==> src/rtl/coh_rsp_pkg.sv <==
package coh_rsp_pkg;

  typedef enum logic [2:0] {
    MT_DATA    = 3'd0,
    MT_DATA_EX = 3'd1,
    MT_ACK     = 3'd2,
    MT_WB_ACK  = 3'd3
  } msg_kind_e;

  typedef enum logic [3:0] {
    LS_IDLE     = 4'd0,
    LS_RD       = 4'd1,
    LS_RD_INV   = 4'd2,
    LS_PF_RD    = 4'd3,
    LS_PF_RDINV = 4'd4,
    LS_WR       = 4'd5,
    LS_UPG      = 4'd6,
    LS_PF_WR    = 4'd7,
    LS_PF_UPG   = 4'd8
  } line_wait_e;

  typedef enum logic [2:0] {
    EV_NONE      = 3'd0,
    EV_EXCL_DATA = 3'd1,
    EV_PEER_DATA = 3'd2,
    EV_DATA_DONE = 3'd3,
    EV_DATA_PART = 3'd4,
    EV_ACK_LAST  = 3'd5,
    EV_ACK_MORE  = 3'd6,
    EV_WB_DONE   = 3'd7
  } rsp_event_e;

  // Line waits for read data (demand or prefetch).
  function automatic logic awaits_read(input logic [3:0] st);
    return (st == LS_RD) || (st == LS_RD_INV) ||
           (st == LS_PF_RD) || (st == LS_PF_RDINV);
  endfunction

  // Line waits for write permission: acks are counted here.
  function automatic logic awaits_write(input logic [3:0] st);
    return (st == LS_WR) || (st == LS_UPG) ||
           (st == LS_PF_WR) || (st == LS_PF_UPG);
  endfunction

  // Remaining acks after this message; wraps in the counter width.
  function automatic logic [7:0] ack_residue(input logic [7:0] pend,
                                             input logic [7:0] acks);
    return pend - acks;
  endfunction

endpackage

==> src/rtl/crs_classify.sv <==
module crs_classify
  import coh_rsp_pkg::*;
#(
  parameter int CNT_W = 8
) (
  input  logic [2:0]       kind,
  input  logic             from_peer,
  input  logic [3:0]       state,
  input  logic [CNT_W-1:0] pend_eff,
  input  logic [CNT_W-1:0] acks,
  output rsp_event_e       evt,
  output logic             unblock,
  output logic             bad_kind,
  output logic             take_acks,
  output logic [CNT_W-1:0] residue
);

  logic none_left;

  always_comb begin
    residue   = pend_eff - acks;
    none_left = (residue == '0);
    evt       = EV_NONE;
    unblock   = 1'b0;
    bad_kind  = 1'b0;
    take_acks = 1'b0;
    case (kind)
      MT_DATA_EX: evt = EV_EXCL_DATA;
      MT_DATA: begin
        if (awaits_read(state) && from_peer) begin
          evt     = EV_PEER_DATA;
          unblock = 1'b1;
        end else begin
          evt       = none_left ? EV_DATA_DONE : EV_DATA_PART;
          take_acks = awaits_write(state);
        end
      end
      MT_ACK: begin
        evt       = none_left ? EV_ACK_LAST : EV_ACK_MORE;
        take_acks = awaits_write(state);
      end
      MT_WB_ACK: evt = EV_WB_DONE;
      default:   bad_kind = 1'b1;
    endcase
  end

endmodule

==> src/rtl/crs_ack_ctr.sv <==
module crs_ack_ctr #(
  parameter int CNT_W = 8
) (
  input  logic             clk,
  input  logic             rst_n,
  input  logic             clear,
  input  logic             load,
  input  logic [CNT_W-1:0] residue,
  output logic [CNT_W-1:0] pend_eff,
  output logic [CNT_W-1:0] pend_q
);

  assign pend_eff = clear ? '0 : pend_q;

  always_ff @(posedge clk) begin
    if (!rst_n)    pend_q <= '0;
    else if (load) pend_q <= residue;
    else           pend_q <= pend_eff;
  end

endmodule

==> src/rtl/crs_evt_stage.sv <==
module crs_evt_stage
  import coh_rsp_pkg::*;
(
  input  logic       clk,
  input  logic       rst_n,
  input  logic       fire,
  input  rsp_event_e evt_d,
  input  logic       unblock_d,
  input  logic       bad_d,
  output logic       valid_q,
  output logic [2:0] code_q,
  output logic       unblock_q,
  output logic       err_q
);

  always_ff @(posedge clk) begin
    if (!rst_n) begin
      valid_q   <= 1'b0;
      code_q    <= 3'd0;
      unblock_q <= 1'b0;
      err_q     <= 1'b0;
    end else begin
      valid_q   <= fire && !bad_d;
      code_q    <= (fire && !bad_d) ? 3'(evt_d) : 3'd0;
      unblock_q <= fire && unblock_d;
      err_q     <= fire && bad_d;
    end
  end

endmodule

==> src/rtl/coh_rsp_sorter.sv <==
module coh_rsp_sorter
  import coh_rsp_pkg::*;
#(
  parameter int CNT_W = 8
) (
  input  logic             clk,
  input  logic             rst_n,
  input  logic             alloc,
  input  logic             msg_valid,
  input  logic [2:0]       msg_type,
  input  logic             msg_from_peer,
  input  logic [CNT_W-1:0] msg_acks,
  input  logic [3:0]       line_state,
  output logic             evt_valid,
  output logic [2:0]       evt_code,
  output logic             evt_unblock,
  output logic             evt_err,
  output logic [CNT_W-1:0] pend_acks
);

  rsp_event_e       cls_evt;
  logic             cls_unblock;
  logic             cls_bad;
  logic             cls_take;
  logic [CNT_W-1:0] cls_residue;
  logic [CNT_W-1:0] ctr_eff;
  logic             ctr_load;

  crs_classify #(.CNT_W(CNT_W)) u_classify (
    .kind      (msg_type),
    .from_peer (msg_from_peer),
    .state     (line_state),
    .pend_eff  (ctr_eff),
    .acks      (msg_acks),
    .evt       (cls_evt),
    .unblock   (cls_unblock),
    .bad_kind  (cls_bad),
    .take_acks (cls_take),
    .residue   (cls_residue)
  );

  assign ctr_load = msg_valid && cls_take;

  crs_ack_ctr #(.CNT_W(CNT_W)) u_ctr (
    .clk      (clk),
    .rst_n    (rst_n),
    .clear    (alloc),
    .load     (ctr_load),
    .residue  (cls_residue),
    .pend_eff (ctr_eff),
    .pend_q   (pend_acks)
  );

  crs_evt_stage u_stage (
    .clk       (clk),
    .rst_n     (rst_n),
    .fire      (msg_valid),
    .evt_d     (cls_evt),
    .unblock_d (cls_unblock),
    .bad_d     (cls_bad),
    .valid_q   (evt_valid),
    .code_q    (evt_code),
    .unblock_q (evt_unblock),
    .err_q     (evt_err)
  );

endmodule

==> config.mk <==
export PLATFORM = sky130hd
export DESIGN_NAME = coh_rsp_sorter
export DESIGN_NICKNAME = d
export VERILOG_FILES = /design/src/rtl/coh_rsp_pkg.sv /design/src/rtl/crs_classify.sv /design/src/rtl/crs_ack_ctr.sv /design/src/rtl/crs_evt_stage.sv /design/src/rtl/coh_rsp_sorter.sv
export SDC_FILE = /design/constraint.sdc
export NUM_CORES = 1
export LEC_CHECK = 0
export BUFFER_PORTS_ARGS = -buffer_cell sky130_fd_sc_hd__buf_4
export CAP_MARGIN = 20
export CORE_MARGIN = 2
export CORE_UTILIZATION = 45
export CTS_CLUSTER_SIZE = 16
export DETAILED_ROUTE_END_ITERATION = 12
export PLACE_DENSITY = 0.72
export SYNTH_ARGS = -nofsm -noshare
export SYNTH_HDL_FRONTEND = slang
export SYNTH_HIERARCHICAL = 1
export SYNTH_SLANG_ARGS = --single-unit
==> constraint.sdc <==
create_clock -name clk -period 3.59 [get_ports clk]
set_clock_uncertainty 0.2 [all_clocks]
set_input_delay 0.1795 -clock clk [delete_from_list [all_inputs] [get_ports clk]]
set_output_delay 0.1795 -clock clk [all_outputs]
set_load 0.03 [all_outputs]
==> results.sh <==
export IMPL_status="finished clean"
export IMPL_hold_violations=0
export IMPL_cts_made_buffers=3
export IMPL_cap_viol_max_count=0
export IMPL_crit_fanout=3
export IMPL_final_max_slew_viol_count=0
export IMPL_core_um2=2230
export IMPL_crit_chain="nand2b_1, inv_1, inv_1, ha_1, inv_1, fa_1, xor2_1, or3_1, or3_1, or4_4, a32o_1, and4b_1"
export IMPL_netlist_instances=133
export IMPL_synth_cell_type_count=39
export IMPL_timing_hold_ws_ns=0.0481
export IMPL_grt_start_max_net_pins=16
export IMPL_cts_sinks=14
export IMPL_p_per_area_nw_per_um2=244
export IMPL_period_share_pct=85.0
export IMPL_gr_total_overflow=0
export IMPL_post_cts_setup_buffer_count=0
export IMPL_reg2regPathDepth=12
export IMPL_clock_fmax_mhz=328
export IMPL_dpl_cell_count=190
export IMPL_syn_area_um2=1070
export IMPL_route_antenna_remaining_nets=0
export IMPL_drive_gt1_share_pct=31.3
export IMPL_synth_top_area_share_pct=26.1
export IMPL_port_buffers=33
export IMPL_cts_max_level=1
export IMPL_critPathMaxStageDelay_ns=0.44
export IMPL_cts_tree="yes"
export IMPL_clk_latency_ns=0.28
export IMPL_wire_per_inst_um=13.6
export IMPL_p_clk_share_pct=27.3
export IMPL_ys_seq_area_share_pct=26.1
export IMPL_peakVddDrop_mv=0.215
export IMPL_r2r_end="u_stage/code_q[2]$_SDFF_PN0_"
export IMPL_num_nets_final=196
export IMPL_synth_largest_area_cell="dfxtp_1"
export IMPL_syn_to_final_growth_pct=26.8
export IMPL_switching_share_pct=29.2
export IMPL_finalSetupTns_ns=0
export IMPL_finalCriticalPeriod_ns=3.05
export IMPL_crit_top_cell="inv_1"
export IMPL_hold_class="in -> reg"
export IMPL_yosysWarnings=6
export IMPL_ctsLongestPathBuffers=2
export IMPL_crit_buf_inv=3
export IMPL_rows=17
export IMPL_p_seq_share_pct=47.8
export IMPL_p_sw_w=0.0000970
export IMPL_routed_wl_mm=2.64
export IMPL_cts_root_buf="clkbuf_4"
export IMPL_critPathLaunchType="flip-flop"
export IMPL_ys_ff_latch=14
export IMPL_die_x_um=52.9
export IMPL_initial_utilization_pct=48.1
export IMPL_pwr_share_comb_pct=24.9
export IMPL_grt_pass1_vias=1029
export IMPL_tightest_slew_ns=0.411
export IMPL_relSlewSlack_pct=72.2
export IMPL_worstSetupEndpointType="flip-flop"
export IMPL_place_hpwl_mm=2.06
export IMPL_p_int_w=0.000235
export IMPL_vias=1079
export IMPL_dieArea_um2=2800
export IMPL_synth_most_common_cell="inv_1"
export IMPL_reg2reg_slack_ns=0.54
export IMPL_synth_edf_count=0
export IMPL_n_antenna_cell=0
export IMPL_p_leak_nw=0.698
export IMPL_viasPerCell=5.56
export IMPL_setup_violations=0
export IMPL_grt_antenna_before_repair=0
export IMPL_rsz0062_at_grt="no"
export IMPL_n_fill_cell=215
export IMPL_die_h_um=52.9
export IMPL_drc=0
export IMPL_gp_congestion=0.784
export IMPL_clkTransAtPathRegs_ns=0.08
export IMPL_firstDrtPassIters=4
export IMPL_synthFlopType="dfxtp_1"
export IMPL_syn_nets=161
export IMPL_avgSynthCellArea_um2=8.08
export IMPL_regToRegStartpoint="u_ctr/pend_q[0]$_SDFF_PN0_"
export IMPL_slowest_stage="or4_4"
export IMPL_ys_top_cells_by_count="20 x inv_1, 14 x dfxtp_1, 12 x nand2b_1"
export IMPL_critPathKind="reg -> reg"
export IMPL_critPathRequiredTime_ns=3.57
export IMPL_final_cells=194
export IMPL_grt_pass1_wl_mm=4.51
export IMPL_cp_startpoint="u_ctr/pend_q[0]$_SDFF_PN0_"
export IMPL_cp_top_family="simple AND/OR/NAND/NOR gates"
export IMPL_initialDrtViolationCount=34
export IMPL_ios=34
export IMPL_crit_path_end="u_stage/code_q[2]$_SDFF_PN0_"
export IMPL_synthArstFlopShare_pct=0
export IMPL_track_usage_pct=21.8
export IMPL_synthTopCellsByArea="dfxtp_1 26%, ha_1 8.1%, inv_1 7.0%, nand2b_1 7.0%, o21ai_2 6.5%"
export IMPL_arrival_ns=3.03
export IMPL_critical_path_cell_count=12
[state kept, by name, summed over array words and instances, names as in the netlist]
| signal | flops |
|---|---|
| u_ctr/pend_q | 8 |
| u_stage/code_q | 3 |
| u_stage/err_q | 1 |
| u_stage/unblock_q | 1 |
| u_stage/valid_q | 1 |
[layout make-up]
cell class | count | area [um^2] | share of cell area, %
tap | 28 | 35.0 | 2.57
timing repair buffer | 34 | 258 | 18.9
inverter | 20 | 75.1 | 5.51
sequential | 14 | 280 | 20.6
multi-input combinational | 95 | 692 | 50.8
clock buffer | 3 | 22.5 | 1.65
[placed cells by master (no fill, tap or decap), types with 5 or more instances in the layout]
| cell type | n |
|---|---|
| nor2_1 | 9 |
| nand3_1 | 9 |
| nand2_1 | 5 |
| ha_1 | 7 |
| inv_1 | 20 |
| o21ai_2 | 8 |
| nand2b_1 | 12 |
| a21oi_1 | 9 |
| dfxtp_1 | 14 |
| buf_4 | 33 |
[worst min path at each step]
stage                startpoint                            to  slack, ns  depth (start not counted)
detailed placement    msg_valid  u_stage/unblock_q$_SDFF_PN0_       0.29                          2
global placement      msg_valid  u_stage/unblock_q$_SDFF_PN0_       0.28                          2
finish              msg_type[2]      u_stage/err_q$_SDFF_PN0_       0.05                          2
global route        msg_type[2]      u_stage/err_q$_SDFF_PN0_       0.06                          2
floorplan             msg_valid      u_stage/err_q$_SDFF_PN0_       0.15                          1
CTS                 msg_type[2]      u_stage/err_q$_SDFF_PN0_       0.04                          2
[metrics by stage]
| step | cell area, um^2 | util [%] | total power (W) | setup slack (ns) |
|---|---|---|---|---|
| after global routing | 1360 | 61.0 | 0.000349 | 0.385 |
| after detailed placement | 1330 | 59.6 | 0.000243 | 0.478 |
| after global placement | 1330 | 59.6 | 0.000240 | 0.537 |
| final | 1360 | 61.0 | 0.000332 | 0.539 |
| after floorplan | 1070 | - | 0.000211 | 0.450 |
| after CTS | 1360 | 61.0 | 0.000336 | 0.524 |
[power by group through the flow]
stage	Combinational, W	Clock (W)	Sequential, W
final	0.0000826	0.0000907	0.000159
after global routing	0.0000914	0.0000990	0.000159
after floorplan	0.0000435	0	0.000167
after CTS	0.0000823	0.0000954	0.000159
after global placement	0.0000777	0	0.000162
after detailed placement	0.0000811	0	0.000162
[cells by family (layout without fill, tap and decap cells)]
group                    Yosys count  in the layout  share of synthesized area, %
AND/OR/NAND/NOR                   54             54                          31.0
AO/OA/AOI/OAI                     27             27                          18.5
buffers and inverters             24             57                          9.55
flip-flops                        14             14                          26.1
adder cells (fa/ha/maj)            8              8                          10.0
XOR/XNOR                           6              6                          4.89
[repair_timing]
| item | 4_1_cts | 5_1_grt |
|---|---|---|
| hold endpoints to repair | 2 | 0 |
| gates resized for setup | 0 | 0 |
| hold buffers | 1 | 0 |
| endpoints found under the setup margin | 0 | 0 |
[per-layer routing]
metal	wire [um]	GRT usage, %
met5	0	0
met4	27	6.41
met3	142	3.95
met2	1290	37.1
met1	1180	28.0
No activity file was read; power rests on OpenSTA's default activity.
